### src/rtl/dlc_pkg.sv
package dlc_pkg;
  localparam int NCH          = 2;
  localparam int BYTE_W       = 8;
  localparam int SWD_W        = 6;
  localparam int LCTL_W       = 12;
  localparam int IEN_W        = 16;
  localparam int IRQ_BIT      = 11;

  localparam int CH_STRIDE    = 8;      // byte registers per channel
  localparam int ALIAS_BASE   = 'h10;   // write aliases, summary reads
  localparam int CFG_BASE     = 'hA0;
  localparam int CFG_STRIDE   = 'h40;
  localparam int LINK_BASE    = 'h100;
  localparam int LINK_STRIDE  = 'h80;
  localparam int LSTS_OFF     = 'h4;
  localparam int IEN_OFF      = 'h48;

  localparam logic [IEN_W-1:0] IEN_MASK   = 16'h3EED;
  localparam logic [15:0]      CFG_HI     = 16'h6515;
  localparam logic [15:0]      LSTS_UP    = 16'h0113;

  typedef struct packed {
    logic [BYTE_W-1:0] cmd;
    logic [SWD_W-1:0]  swd;
    logic [BYTE_W-1:0] sts;
    logic [LCTL_W-1:0] lctl;
    logic [IEN_W-1:0]  ien;
    logic              irq;
  } chan_view_t;
endpackage

### src/rtl/dlc_chan.sv
module dlc_chan #(
  parameter int CH     = 0,
  parameter int ADDR_W = 9,
  parameter int DATA_W = 32
) (
  input  logic                clk,
  input  logic                rst_n,
  input  logic [ADDR_W-1:0]   addr,
  input  logic                wr,
  input  logic [DATA_W-1:0]   wdata,
  input  logic                irq_in,
  input  logic                dma_active,
  input  logic                dma_err_set,
  input  logic                dma_int_set,
  output dlc_pkg::chan_view_t view,
  output logic                link_rst
);
  import dlc_pkg::*;

  localparam logic [ADDR_W-1:0] A_CMD   = ADDR_W'(CH * CH_STRIDE);
  localparam logic [ADDR_W-1:0] A_SWD   = ADDR_W'(CH * CH_STRIDE + 1);
  localparam logic [ADDR_W-1:0] A_STS   = ADDR_W'(CH * CH_STRIDE + 2);
  localparam logic [ADDR_W-1:0] A_CMD_A = ADDR_W'(ALIAS_BASE + CH * CH_STRIDE);
  localparam logic [ADDR_W-1:0] A_SWD_A = ADDR_W'(ALIAS_BASE + CH * CH_STRIDE + 1);
  localparam logic [ADDR_W-1:0] A_STS_A = ADDR_W'(ALIAS_BASE + CH * CH_STRIDE + 2);
  localparam logic [ADDR_W-1:0] A_LCTL  = ADDR_W'(LINK_BASE + CH * LINK_STRIDE);
  localparam logic [ADDR_W-1:0] A_IEN   = ADDR_W'(LINK_BASE + CH * LINK_STRIDE + IEN_OFF);

  logic hit_cmd, hit_swd, hit_sts, hit_lctl, hit_ien;

  logic [BYTE_W-1:0] cmd_q, cmd_n;
  logic [SWD_W-1:0]  swd_q, swd_n;
  logic [BYTE_W-1:0] sts_q, sts_n;
  logic [LCTL_W-1:0] lctl_q, lctl_n;
  logic [IEN_W-1:0]  ien_q, ien_n;
  logic              irq_q, lrst_q, lrst_n;

  always_comb begin
    hit_cmd  = wr && (addr == A_CMD || addr == A_CMD_A);
    hit_swd  = wr && (addr == A_SWD || addr == A_SWD_A);
    hit_sts  = wr && (addr == A_STS || addr == A_STS_A);
    hit_lctl = wr && (addr == A_LCTL);
    hit_ien  = wr && (addr == A_IEN);
  end

  always_comb begin
    cmd_n  = wdata[BYTE_W-1:0];
    swd_n  = wdata[SWD_W-1:0];
    lctl_n = wdata[LCTL_W-1:0];
    ien_n  = wdata[DATA_W-1 -: IEN_W] & IEN_MASK;
    lrst_n = hit_lctl & wdata[0];

    sts_n      = '0;
    sts_n[0]   = dma_active;
    sts_n[1]   = dma_err_set | (sts_q[1] & ~(hit_sts & wdata[1]));
    sts_n[2]   = dma_int_set | (sts_q[2] & ~(hit_sts & wdata[2]));
    sts_n[6:5] = hit_sts ? wdata[6:5] : sts_q[6:5];
  end

  always_ff @(posedge clk or negedge rst_n) begin
    if (!rst_n) begin
      cmd_q  <= '0;
      swd_q  <= '0;
      sts_q  <= '0;
      lctl_q <= '0;
      ien_q  <= '0;
      irq_q  <= 1'b0;
      lrst_q <= 1'b0;
    end else begin
      if (hit_cmd)  cmd_q  <= cmd_n;
      if (hit_swd)  swd_q  <= swd_n;
      if (hit_lctl) lctl_q <= lctl_n;
      if (hit_ien)  ien_q  <= ien_n;
      sts_q  <= sts_n;
      irq_q  <= irq_in;
      lrst_q <= lrst_n;
    end
  end

  always_comb begin
    view.cmd  = cmd_q;
    view.swd  = swd_q;
    view.sts  = sts_q;
    view.lctl = lctl_q;
    view.ien  = ien_q;
    view.irq  = irq_q;
  end

  assign link_rst = lrst_q;
endmodule

### src/rtl/dlc_rdmux.sv
module dlc_rdmux #(
  parameter int ADDR_W = 9,
  parameter int DATA_W = 32
) (
  input  logic [ADDR_W-1:0]                   addr,
  input  dlc_pkg::chan_view_t [dlc_pkg::NCH-1:0] views,
  input  logic [dlc_pkg::NCH-1:0]             present,
  output logic [DATA_W-1:0]                   rdata
);
  import dlc_pkg::*;

  localparam logic [ADDR_W-1:0] A_SUM0 = ADDR_W'(ALIAS_BASE);
  localparam logic [ADDR_W-1:0] A_SUM1 = ADDR_W'(ALIAS_BASE + CH_STRIDE);

  logic [31:0] word;

  always_comb begin
    word = '0;
    for (int c = 0; c < NCH; c++) begin
      if (addr == ADDR_W'(c * CH_STRIDE))
        word = {24'd0, views[c].cmd};
      if (addr == ADDR_W'(c * CH_STRIDE + 1))
        word = {26'd0, views[c].swd};
      if (addr == ADDR_W'(c * CH_STRIDE + 2))
        word = {24'd0, views[c].sts};
      if (addr == ADDR_W'(CFG_BASE + c * CFG_STRIDE)) begin
        word[31:16]   = CFG_HI;
        word[IRQ_BIT] = views[c].irq;
      end
      if (addr == ADDR_W'(LINK_BASE + c * LINK_STRIDE))
        word = {20'd0, views[c].lctl};
      if (addr == ADDR_W'(LINK_BASE + c * LINK_STRIDE + LSTS_OFF))
        word = present[c] ? {16'd0, LSTS_UP} : 32'd0;
      if (addr == ADDR_W'(LINK_BASE + c * LINK_STRIDE + IEN_OFF))
        word = {views[c].ien, 16'd0};
    end
    if (addr == A_SUM0) begin
      word[7:0]   = views[0].cmd;
      word[4]     = views[0].cmd[4] | views[0].irq;
      word[6]     = views[0].cmd[6] | views[1].irq;
      word[14]    = views[1].sts[2];
      word[23:16] = views[0].sts;
      word[31:24] = views[1].sts;
    end
    if (addr == A_SUM1) begin
      word[7:0]   = views[1].cmd;
      word[4]     = views[1].cmd[4] | views[1].irq;
      word[23:16] = views[1].sts;
    end
  end

  assign rdata = DATA_W'(word);
endmodule

### src/rtl/dual_link_csr.sv
module dual_link_csr #(
  parameter int ADDR_W = 9,
  parameter int DATA_W = 32
) (
  input  logic              clk,
  input  logic              rst_n,
  input  logic [ADDR_W-1:0] bus_addr,
  input  logic              bus_wr,
  input  logic [DATA_W-1:0] bus_wdata,
  output logic [DATA_W-1:0] bus_rdata,
  input  logic [1:0]        dev_irq,
  input  logic [1:0]        dev_present,
  input  logic [1:0]        dma_active,
  input  logic [1:0]        dma_err_set,
  input  logic [1:0]        dma_int_set,
  output logic              irq_out,
  output logic [1:0]        link_rst
);
  import dlc_pkg::*;

  chan_view_t [NCH-1:0] chan_views;
  logic       [NCH-1:0] irq_bits;

  for (genvar g = 0; g < NCH; g++) begin : g_ch
    dlc_chan #(.CH(g), .ADDR_W(ADDR_W), .DATA_W(DATA_W)) chan_i (
      .clk         (clk),
      .rst_n       (rst_n),
      .addr        (bus_addr),
      .wr          (bus_wr),
      .wdata       (bus_wdata),
      .irq_in      (dev_irq[g]),
      .dma_active  (dma_active[g]),
      .dma_err_set (dma_err_set[g]),
      .dma_int_set (dma_int_set[g]),
      .view        (chan_views[g]),
      .link_rst    (link_rst[g])
    );
    assign irq_bits[g] = chan_views[g].irq;
  end

  dlc_rdmux #(.ADDR_W(ADDR_W), .DATA_W(DATA_W)) rdmux_i (
    .addr    (bus_addr),
    .views   (chan_views),
    .present (dev_present),
    .rdata   (bus_rdata)
  );

  assign irq_out = |irq_bits;
endmodule

### config.mk
export PLATFORM = sky130hd
export DESIGN_NAME = dual_link_csr
export DESIGN_NICKNAME = d
export VERILOG_FILES = /design/src/rtl/dlc_pkg.sv /design/src/rtl/dlc_chan.sv /design/src/rtl/dlc_rdmux.sv /design/src/rtl/dual_link_csr.sv
export SDC_FILE = /design/constraint.sdc
export NUM_CORES = 1
export LEC_CHECK = 0
export BUFFER_PORTS_ARGS = -buffer_cell sky130_fd_sc_hd__buf_2
export CAP_MARGIN = 10
export CORE_UTILIZATION = 51
export DETAILED_ROUTE_END_ITERATION = 7
export PLACE_DENSITY = 0.79
export SYNTH_ARGS = -nofsm -noshare
export SYNTH_HDL_FRONTEND = slang
export SYNTH_SLANG_ARGS = --single-unit
### constraint.sdc
create_clock -name clk -period 3.92 [get_ports clk]
set_input_delay 1.176 -clock clk [delete_from_list [all_inputs] [get_ports clk]]
set_output_delay 1.176 -clock clk [all_outputs]
set_load 0.05 [all_outputs]
# After elaboration in Yosys (flattened, before gate mapping)
# Cells that the tools add are included.
# W data, S select, Z words.
[totals] romBits=0 mem_bits_rw=0 output_inout_bits=35 wordCells=97 latchBits=0 regBits=88 mem_count=0
[op_classes] n_reduce_logical=18 div=0 muxes=23 mul=0 shift=0 addsub=0 bitwise=21 order_cmp=0 n_eq_ne=19
[op_table] cell="$mux W32" count=8
[op_table] cell="$eq A9 B5 Y1 const B" count=6
[op_table] cell="$eq A9 B9 Y1 const B" count=6
[op_table] cell="$mux W8" count=6
[op_table] cell="$mux W16" count=2
[op_table] cell="$mux W31" count=1
[op_table] cell="$eq A9 B4 Y1 const B" count=3
[op_table] cell="$eq A9 B8 Y1 const B" count=2
[op_table] cell="$mux W9" count=2
[op_table] cell="$mux W15" count=1
[op_table] cell="$and A1 B1 Y1" count=10
[op_table] cell="$logic_and A1 B1 Y1" count=10
[op_table] cell="$eq A9 B1 Y1 const B" count=1
[op_table] cell="$eq A9 B2 Y1 const B" count=1
[op_table] cell="$logic_not A9 Y1" count=1
[op_table] cell="$or A1 B1 Y1" count=7
[op_table] cell="$logic_or A1 B1 Y1" count=6
[op_table] cell="$not A1 Y1" count=4
[op_table] cell="$mux W1" count=3
[op_table] cell="$reduce_or A2 Y1" count=1

# Depth between registers and ports, before layout
# Gate-level depths: netlist of run 1.
[logic_depth] word_depth=16 mapped_depth=8

# By module
# Synthesis of run 1 repeated with hierarchy kept, for this count alone.
[hier_totals] hier_cells=465 hier_area_um2=5205.0
[modules_own_cells] mod="dlc_chan at g_ch[1].chan_i" instances=1 cells_per_inst=112 area_per_inst_um2=1895.6 seq_area_each_um2=1101.1
[modules_own_cells] mod="dlc_chan at g_ch[0].chan_i" instances=1 cells_per_inst=115 area_per_inst_um2=1789.2 seq_area_each_um2=1101.1
[modules_own_cells] mod="dlc_rdmux" instances=1 cells_per_inst=237 area_per_inst_um2=1514.0 seq_area_each_um2=0.0
[modules_own_cells] mod="dual_link_csr" instances=1 cells_per_inst=1 area_per_inst_um2=6.3 seq_area_each_um2=0.0

# Worst setup path after synthesis of run 1
# No wires, ideal clock.
[synth_timing] path_kind="input to output" start="input port bus_addr[2]" end="output port bus_rdata[16]" t_required_ns=2.744 path_slack_ns=-0.908 arrival_ns=3.652 path_buffers=2 stages=6 cell_sequence="buf_6 -> or4_1 -> buf_4 -> nor4_4 -> a221oi_1 -> a21oi_1"
[synth_via] elab_chain_len=14
[synth_rtl] item="from (decl)" line="dual_link_csr.sv:7" source="input logic [ADDR_W-1:0] bus_addr,"
[synth_rtl] item="$eq A9 B8 Y1" line="dlc_rdmux.sv:26" source="if (addr == ADDR_W'(CFG_BASE + c * CFG_STRIDE)) begin"
[synth_rtl] item="$mux W15" line="dlc_rdmux.sv:26"
[synth_rtl] item="$mux W31" line="dlc_rdmux.sv:30" source="if (addr == ADDR_W'(LINK_BASE + c * LINK_STRIDE))"
[synth_rtl] item="$mux W32" line="dlc_rdmux.sv:32" source="if (addr == ADDR_W'(LINK_BASE + c * LINK_STRIDE + LSTS_OFF))"
[synth_rtl] item="$mux W32" line="dlc_rdmux.sv:34" source="if (addr == ADDR_W'(LINK_BASE + c * LINK_STRIDE + IEN_OFF))"
[synth_rtl] item="$mux W32" line="dlc_rdmux.sv:20" source="if (addr == ADDR_W'(c * CH_STRIDE))"
[synth_rtl] item="$mux W32" line="dlc_rdmux.sv:22" source="if (addr == ADDR_W'(c * CH_STRIDE + 1))"
[synth_rtl] item="$mux W32" line="dlc_rdmux.sv:24" source="if (addr == ADDR_W'(c * CH_STRIDE + 2))"
[synth_rtl] item="$mux W16" line="dlc_rdmux.sv:26"
[synth_rtl] item="$mux W32" line="dlc_rdmux.sv:30"
[synth_rtl] item="$mux W32" line="dlc_rdmux.sv:32"
[synth_rtl] item="$mux W32" line="dlc_rdmux.sv:34"
[synth_rtl] item="$mux W16" line="dlc_rdmux.sv:37" source="if (addr == A_SUM0) begin"
[synth_rtl] item="$mux W8 *" line="dlc_rdmux.sv:45" source="if (addr == A_SUM1) begin"
[synth_rtl] item="to (decl)" line="dual_link_csr.sv:10" source="output logic [DATA_W-1:0] bus_rdata,"
# Mark *: on every way between the ends. The rest lies on a longest branch, timed or not.

# Worst setup path in the final report of run 1
[layout_timing] start="input port bus_addr[3]" end="output port bus_rdata[8]"
[layout_via] elab_chain_len=10
[layout_rtl] item="$eq A9 B9 Y1" line="dlc_rdmux.sv:30"
[layout_rtl] item="$mux W31" line="dlc_rdmux.sv:30"
[layout_rtl] item="$mux W32" line="dlc_rdmux.sv:32"
[layout_rtl] item="$mux W32" line="dlc_rdmux.sv:34"
[layout_rtl] item="$mux W32" line="dlc_rdmux.sv:20"
[layout_rtl] item="$mux W32" line="dlc_rdmux.sv:22"
[layout_rtl] item="$mux W32" line="dlc_rdmux.sv:24"
[layout_rtl] item="$mux W32" line="dlc_rdmux.sv:30"
[layout_rtl] item="$mux W32" line="dlc_rdmux.sv:32"
[layout_rtl] item="$mux W32 *" line="dlc_rdmux.sv:34"
# Marks and branches as above.

==> summary.md, run 1 <==
| Metric | Value |
|---|---|
| Worst hold stages | 1 |
| Synth Warn # | 0 |
| Reg-to-reg critical path endpoint | g_ch[0].chan_i.cmd_q[4]$_DFFE_PN0P_ |
| GRT overflow | 0 |
| RSZ-0062 raised after global routing | yes |
| Wire per inst | 22.7 µm |
| Total core area | 9240 µm² |
| Clk Latency, worst-skew pair | 0.37 ns |
| Final worst path period share | 1.08 |
| Worst setup margin | -0.317 ns |
| Final Hold Fails | 0 |
| Crit path arrival time | 3.06 ns |
| Critical path depth | 7 |
| Total Die Area | 9920 µm² |
| R2r setup slk | 3.06 ns |
| Final setup violation count | 20 |
| #FFs+latches synth | 88 |
| Fillers | 578 |
| I/O pin count | 89 |
| H-tree depth | 3 |
| Pwr Density | 265 nW/µm² |
| Crit. End Element | output pin |
| CTS Sinks | 88 |
| Dpl cell area | 6010 µm² |
| Clock skew | 0 ns |
| First-pass DRT Iterations | 7 |
| Worst path slowest cell | or4b_4 |
| Max-cap violation count | 0 |
| Post-route cell area | 7050 µm² |
| Ys async rst share | 1.00 |
| ANT nets after route | 0 |
| GR Util All Layers | 0.339 |
| Hold Path Origin | g_ch[0].chan_i.lctl_q[0]$_DFFE_PN0P_ |
| Setup Crit Path Kind | input port to output pin |
| CP peak stage delay | 0.53 ns |
| Worst EP required | 2.74 ns |
| Cell variety after synth | 67 |
| Tot Pwr | 0.00187 W |
| Slew Limit Fails | 0 |
| Startpoint Class | input port |
| Antenna cells | 0 |
| Clock Tree Buf Depth | 2 |
| Total negative slack | -2.72 ns |
| Share of layout cells above drive strength 1 | 0.561 |
| RePlAce Congestion | 0.967 |
| Syn avg cell area | 11.2 µm² |
| Final min period | 4.24 ns |
| Register area | 2200 µm² |
| DR DRC count | 0 |
| Vias per cell | 6.22 |
| Post-synth EDFFs | 0 |
| Least-Margin Pin Slew | 0.762 ns |
| R2R cell count | 1 |
| WL final | 16.5 mm |
| Clock Pin Slew Worst Setup and Hold Paths | 0.09 ns |
| Die extent in y | 99.6 µm |
| Max Freq | 236 MHz |
| P&R area growth vs syn | 45.1% |
| CP Max Fanout | 6 |
| WHS | 0.492 ns |
| Leakage power | 3.42 nW |
| Global-route wire length before repair | 25.0 mm |
| Nets@finish | 648 |
| Worst VDD drop | 0.000234 V |
| CP bufs+invs | 2 |
| Footprint of the multi-input gates | 2830 µm² |
| Seq/Total Area, Yosys | 0.453 |
| Run status | finished, violations left |
| Cts bufs inserted | 9 |
| Cell Rows | 35 |
| R2r startpoint | g_ch[0].chan_i.cmd_q[4]$_DFFE_PN0P_ |
| Pin count of the biggest net entering global routing | 60 |
| Critical-path cell list | buf_8 -> or4b_4 -> or4_4 -> a31o_4 -> a221oi_2 -> nor2_2 -> buf_6 |
| Hold Buf Count CTS | 0 |
| Root buffer cell | clkbuf_8 |
| DRT iter0 DRCs | 418 |
| Synthesized cell area | 4860 µm² |
| Input/output buffers | 75 |
| Initial antenna violation count | 0 |
| Final HPWL DP | 11.0 mm |
| Die width | 99.6 µm |
| Failing checks | negative setup slack |
| Hold Path Class | flop to flop |
| Synth Instances | 434 |
| CTS tree | built |
| Routed vias | 4527 |
| Largest delay contributor family on the critical path | simple AND/OR/NAND/NOR gates |
| Vias in the first global route | 4567 |
| Initial Utilization | 0.526 |
| Worst slew margin | 0.492 |
| Ys flop type | dfrtp_1 |
| Hold Path Sink | g_ch[0].chan_i.lctl_q[0]$_DFFE_PN0P_ |
[sequential cells by signal, summed over array words and instances (netlist names)]
| register | count |
|---|---|
| g_ch.chan_i.lctl_q | 24 |
| g_ch.chan_i.ien_q | 22 |
| g_ch.chan_i.cmd_q | 16 |
| g_ch.chan_i.swd_q | 12 |
| g_ch.chan_i.sts_q | 10 |
| g_ch.chan_i.irq_q | 2 |
| g_ch.chan_i.link_rst | 2 |
[cells by family (layout without fill, tap and decap cells)]
group | Yosys count | in the layout | share of synthesized area
compound gates | 109 | 109 | 0.165
other cells | 1 | 4 | 0.000772
simple gates | 118 | 118 | 0.145
mux | 76 | 76 | 0.190
buf+inv | 42 | 204 | 0.0466
flops | 88 | 88 | 0.453
[cells in the mapped netlist (all sizes together), types with 6 or more instances]
library cell   n  area [µm²]
buf           21         148
nor2          18        67.6
nand2         31         119
mux2          75         912
clkbuf        15        56.3
inv            6        22.5
a21o           9        67.6
o21ai         17        85.1
a21oi         20         100
o211ai         6        45.0
nand3          9        45.0
and3           7        43.8
a22o           7        61.3
nor3          12        92.6
dfrtp         88        2200
[power breakdown]
part           internal (W)  switching [W]
registers          0.000938      0.0000253
logic              0.000118       0.000142
clock network      0.000251       0.000398
total               0.00131       0.000565
[stage by stage]
stage                     utilization  cells  setup slack [ns]
final                           0.763    728            -0.317
after floorplan                     -    437            -0.450
after global routing            0.763    728            -0.344
after detailed placement        0.651    691            -0.413
after global placement          0.651    691            -0.414
after CTS                       0.739    718            -0.270
[what timing repair did]
item                       CTS  global route
setup buffers               12            12
gates cloned                 0             1
resized for setup          132            35
pin swaps                   20            12
setup endpoints to repair   26            27
[per-layer routing]
| layer | part of all wire | global-route usage | wire (µm) |
|---|---|---|---|
| met5 | 0 | 0 | 0 |
| met4 | 0.037 | 0.147 | 604 |
| met3 | 0.076 | 0.0647 | 1260 |
| met2 | 0.49 | 0.567 | 8120 |
| met1 | 0.40 | 0.431 | 6530 |
[final cells by class]
cell class                      instances  area share
Multi-Input combinational cell        307       0.401
Sequential cell                        88       0.312
Timing Repair Buffer                  182       0.232
Tap cell                              129      0.0229
Clock buffer                            9      0.0176
Clock inverter                          7      0.0103
Inverter                                6     0.00355
[worst max path at each step]
stage | from | to
after floorplan | bus_addr[2] | bus_rdata[11]
after global placement | bus_addr[3] | bus_rdata[8]
after detailed placement | bus_addr[3] | bus_rdata[8]
after CTS | bus_addr[3] | bus_rdata[8]
after global routing | bus_addr[3] | bus_rdata[8]
final | bus_addr[3] | bus_rdata[8]
[placed cells by master, fill, tap and decap left out, types with 4 or more instances in the layout]
master,synthesis,layout
buf_2,10,39
dfrtp_1,88,88
nor2_1,18,14
nor2b_1,5,5
a21oi_1,20,15
conb_1,1,4
mux2_2,46,46
clkbuf_8,0,9
buf_6,4,37
mux2_4,18,18
o211ai_1,6,6
nand4_1,4,4
mux2_1,11,11
o22ai_1,5,5
nor3_4,2,7
nand2_2,1,7
nand3_1,9,8
a21o_1,9,6
o21ai_0,16,13
a22oi_1,5,4
nor3_2,2,4
inv_1,5,5
buf_8,0,20
nor2_2,0,4
nand2_1,30,24
buf_4,7,79
buf_12,0,5
a22o_4,0,4
Note: power is estimated with default switching activity, not from simulation.
==> inputs of run 2 (changes only) <==
ABC_AREA = 1   (was default)
CORE_UTILIZATION = 50   (was 51)
PLACE_DENSITY = 0.78   (was 0.79)
==> run 2 against run 1 <==
The flow now finishes without violations. Total power is 9.2% lower. Hold slack improved by 0.0038 ns. Largest power group unchanged. Register-to-register slack got worse by 0.06 ns. Critical path depth rose by 4. Core utilization down 11 points. Sequential power barely moved. Synthesized cell count up 35%. Highest routed layer unchanged. Critical endpoint is now bus_rdata[3]. Final cell count grew 13%. Combinational power decreased by 42%.
==> summary.md, run 2 <==
| Metric | Value |
|---|---|
| Initial Utilization | 0.518 (-0.00808) |
| Die width | 97.3 µm (-2.4%) |
| Post-synth EDFFs | 0 (unchanged) |
| Most frequent cells in the layout | nand2_1, dfrtp_1, o21ai_0 |
| Vias in the first global route | 4152 (-9.1%) |
| CP bufs+invs | 4 (+2) |
| Crit. End Element | output pin |
| Mux share of post-synthesis cell area | 0 (-0.190) |
| H-tree depth | 3 (unchanged) |
| Global-route wire length before repair | 20.5 mm (-18%) |
| Least-Margin Pin Slew | 1.09 ns (+0.326 ns) |
| Pwr Density | 297 nW/µm² (+12%) |
| Final min period | 3.89 ns (-0.347 ns) |
| Synth Warn # | 0 (unchanged) |
| Initial antenna violation count | 0 (unchanged) |
| Setup Crit Path Kind | input port to output pin |
| Final Hold Fails | 0 (unchanged) |
| Nets@finish | 762 (+18%) |
| Area share of the largest cell type after synthesis | 0.485 (+0.0321) |
| #FFs+latches synth | 88 (unchanged) |
| Clk Latency, worst-skew pair | 0.36 ns (about the same) |
| Cell variety after synth | 35 (-48%) |
| Most flops, register | g_ch.chan_i.lctl_q |
| Count leader, synth | nand2_1 |
| Cts bufs inserted | 9 (unchanged) |
| Final worst path period share | 0.992 (-0.0884) |
| Worst slew margin | 0.275 (-0.217) |
| ANT nets after route | 0 (unchanged) |
| Tot Pwr | 0.00170 W (-9.2%) |
| Max reg flops | 24 (unchanged) |
| Most common cell after layout, fill and taps aside | nand2_1 |
| Worst path slowest cell | buf_4 |
| Clock Tree Buf Depth | 2 (unchanged) |
| Final core occ | 0.652 (-0.111) |
| Worst EP required | 2.74 ns (about the same) |
| Clock Pin Slew Worst Setup and Hold Paths | 0.09 ns (about the same) |
| Adder-cell share of the synthesized area | 0 (unchanged) |
| Seq/Total Area, Yosys | 0.485 (+0.0321) |
| Total core area | 8760 µm² (-5.2%) |
| Die extent in y | 97.3 µm (-2.4%) |
| Biggest regs | g_ch.chan_i.lctl_q x24, g_ch.chan_i.ien_q x22, g_ch.chan_i.cmd_q x16 |
| Main combinational cell family by area after synthesis | simple AND/OR/NAND/NOR gates |
| XOR/XNOR Fraction of Synth Area | 0 (unchanged) |
| Wire per inst | 15.3 µm (-32%) |
| Placed cells | 803 (+16%) |
| Max Freq | 257 MHz (+8.9%) |
| Slew Limit Fails | 0 (unchanged) |
| Critical-path cell list | buf_6 -> nor2_4 -> nand3_2 -> nor2_4 -> buf_6 -> buf_6 -> nand2_1 -> nand3_2 -> o22ai_1 -> a41oi_1 -> buf_4 |
| Largest delay contributor family on the critical path | simple AND/OR/NAND/NOR gates |
| WL final | 12.6 mm (-24%) |
| Total Die Area | 9460 µm² (-4.7%) |
| DRT iter0 DRCs | 343 (-18%) |
| Run status | complete, no violations |
| Worst VDD drop | 0.000192 V (-18%) |
| RePlAce Congestion | 0.986 (+2.0%) |
| Share of layout cells above drive strength 1 | 0.285 (-0.276) |
| GR Util All Layers | 0.275 (-0.0640) |
| Final HPWL DP | 9.20 mm (-17%) |
| Max-cap violation count | 0 (unchanged) |
| Input/output buffers | 75 (unchanged) |
| Synth Instances | 586 (+35%) |
| CP peak stage delay | 0.23 ns (-0.30 ns) |
| Pin count of the biggest net entering global routing | 89 (+48%) |
| CTS Sinks | 88 (unchanged) |
| Cell Rows | 34 (-2.9%) |
| Crit path arrival time | 2.71 ns (-0.35 ns) |
| P&R area growth vs syn | 26.0% |
| Root buffer cell | clkbuf_8 |
| Final setup violation count | 0 (-100%) |
| Yosys top cell by area | dfrtp_1 |
| CTS tree | built |
| I/O pin count | 89 (unchanged) |
| Syn avg cell area | 7.74 µm² (-31%) |
| Ys async rst share | 1.00 (unchanged) |
| Hold Buf Count CTS | 0 (unchanged) |
| DR DRC count | 0 (unchanged) |
| Compound-Gate Fraction of Synth Area | 0.154 (-0.0112) |
| Antenna cells | 0 (unchanged) |
| Leakage power | 3.00 nW (-12%) |
| Synth area leaders | dfrtp_1, nand2_1, o21ai_0 |
| GRT overflow | 0 (unchanged) |
| Vias per cell | 5.45 (-12%) |
| Synthesized cell area | 4540 µm² (-6.6%) |
| Routed vias | 4471 (-1.2%) |
| Ys flop type | dfrtp_1 |
| Synth Area in Simple Gates | 0.279 (+0.134) |
| Hold Path Class | flop to flop |
| CP Max Fanout | 5 (-1) |
| Crit path top cell by count | buf_6 |
| Startpoint Class | input port |
| First-pass DRT Iterations | 6 (-1) |
| Clock skew | 0 ns (unchanged) |
| RSZ-0062 raised after global routing | yes |
| Commonest cells post-synth | nand2_1, dfrtp_1, o21ai_0 |
| Post-route insts no fill | 821 (+13%) |
==> run 2: worst paths after layout <==
check                      slack (ns)  cells past startpoint                                 start                                    to
max                              0.03                     11                           bus_addr[4]                          bus_rdata[3]
min                              0.50                      2  g_ch[1].chan_i.lctl_q[7]$_DFFE_PN0P_  g_ch[1].chan_i.lctl_q[7]$_DFFE_PN0P_
max reg2reg                      3.00                      3     g_ch[0].chan_i.sts_q[1]$_DFF_PN0_     g_ch[0].chan_i.sts_q[1]$_DFF_PN0_
min reg2reg                      0.50                      2  g_ch[1].chan_i.lctl_q[7]$_DFFE_PN0P_  g_ch[1].chan_i.lctl_q[7]$_DFFE_PN0P_
max in group asynchronous        2.21                      1                                 rst_n     g_ch[1].chan_i.sts_q[2]$_DFF_PN0_
min in group asynchronous        1.00                      1                                 rst_n     g_ch[1].chan_i.link_rst$_DFF_PN0_
==> run 2: layout make-up <==
| type | instances | area, µm² |
|---|---|---|
| Fill cell | 743 | 3050 |
| Clock inverter | 6 | 51.3 |
| Multi-Input combinational cell | 415 | 2080 |
| Tap cell | 108 | 135 |
| Timing Repair Buffer | 130 | 880 |
| Clock buffer | 10 | 128 |
| Sequential cell | 88 | 2200 |
| Inverter | 64 | 245 |
==> run 2: cell families (layout without fill, tap and decap cells) <==
logic type	Yosys count	in the layout
other cells	1	4
flops	88	88
simple gates	286	286
compound gates	125	125
buf+inv	86	210
==> run 2: worst reg2reg max path, stage by stage, from the launching register on <==
cell and delay, ns:
dfrtp_1 0.39, inv_1 0.09, a21oi_1 0.04, or2_2 0.28
==> run 2: power breakdown <==
group / internal, W / switching (W)
Sequential: 0.000939 / 0.0000230
Combinational: 0.0000519 / 0.0000998
Clock: 0.000242 / 0.000345
==> run 2: what timing repair did <==
action,4_1_cts,5_1_grt
endpoints found under the setup margin,5,17
cloned,0,0
pin swaps,0,17
gates resized for setup,3,63
setup buffers,0,2
==> run 2: through the flow <==
step           setup TNS [ns]  hold WS [ns]  cell area (µm²)  worst slack (ns)
2_1_floorplan          -0.335         0.448             4560            -0.167
3_3_place_gp          -0.0952         0.464             5340           -0.0588
3_5_place_dp          -0.0690         0.475             5340           -0.0497
4_1_cts               -0.0159         0.497             5530          -0.00774
5_1_grt                -0.433         0.512             5720           -0.0785
6_report                    0         0.496             5720            0.0296
==> run 2: routing by layer <==
metal / GRT usage / wire length, µm
met1: 0.397 / 5530
met2: 0.431 / 5840
met3: 0.0453 / 997
met5: 0 / 0
met4: 0.0792 / 231
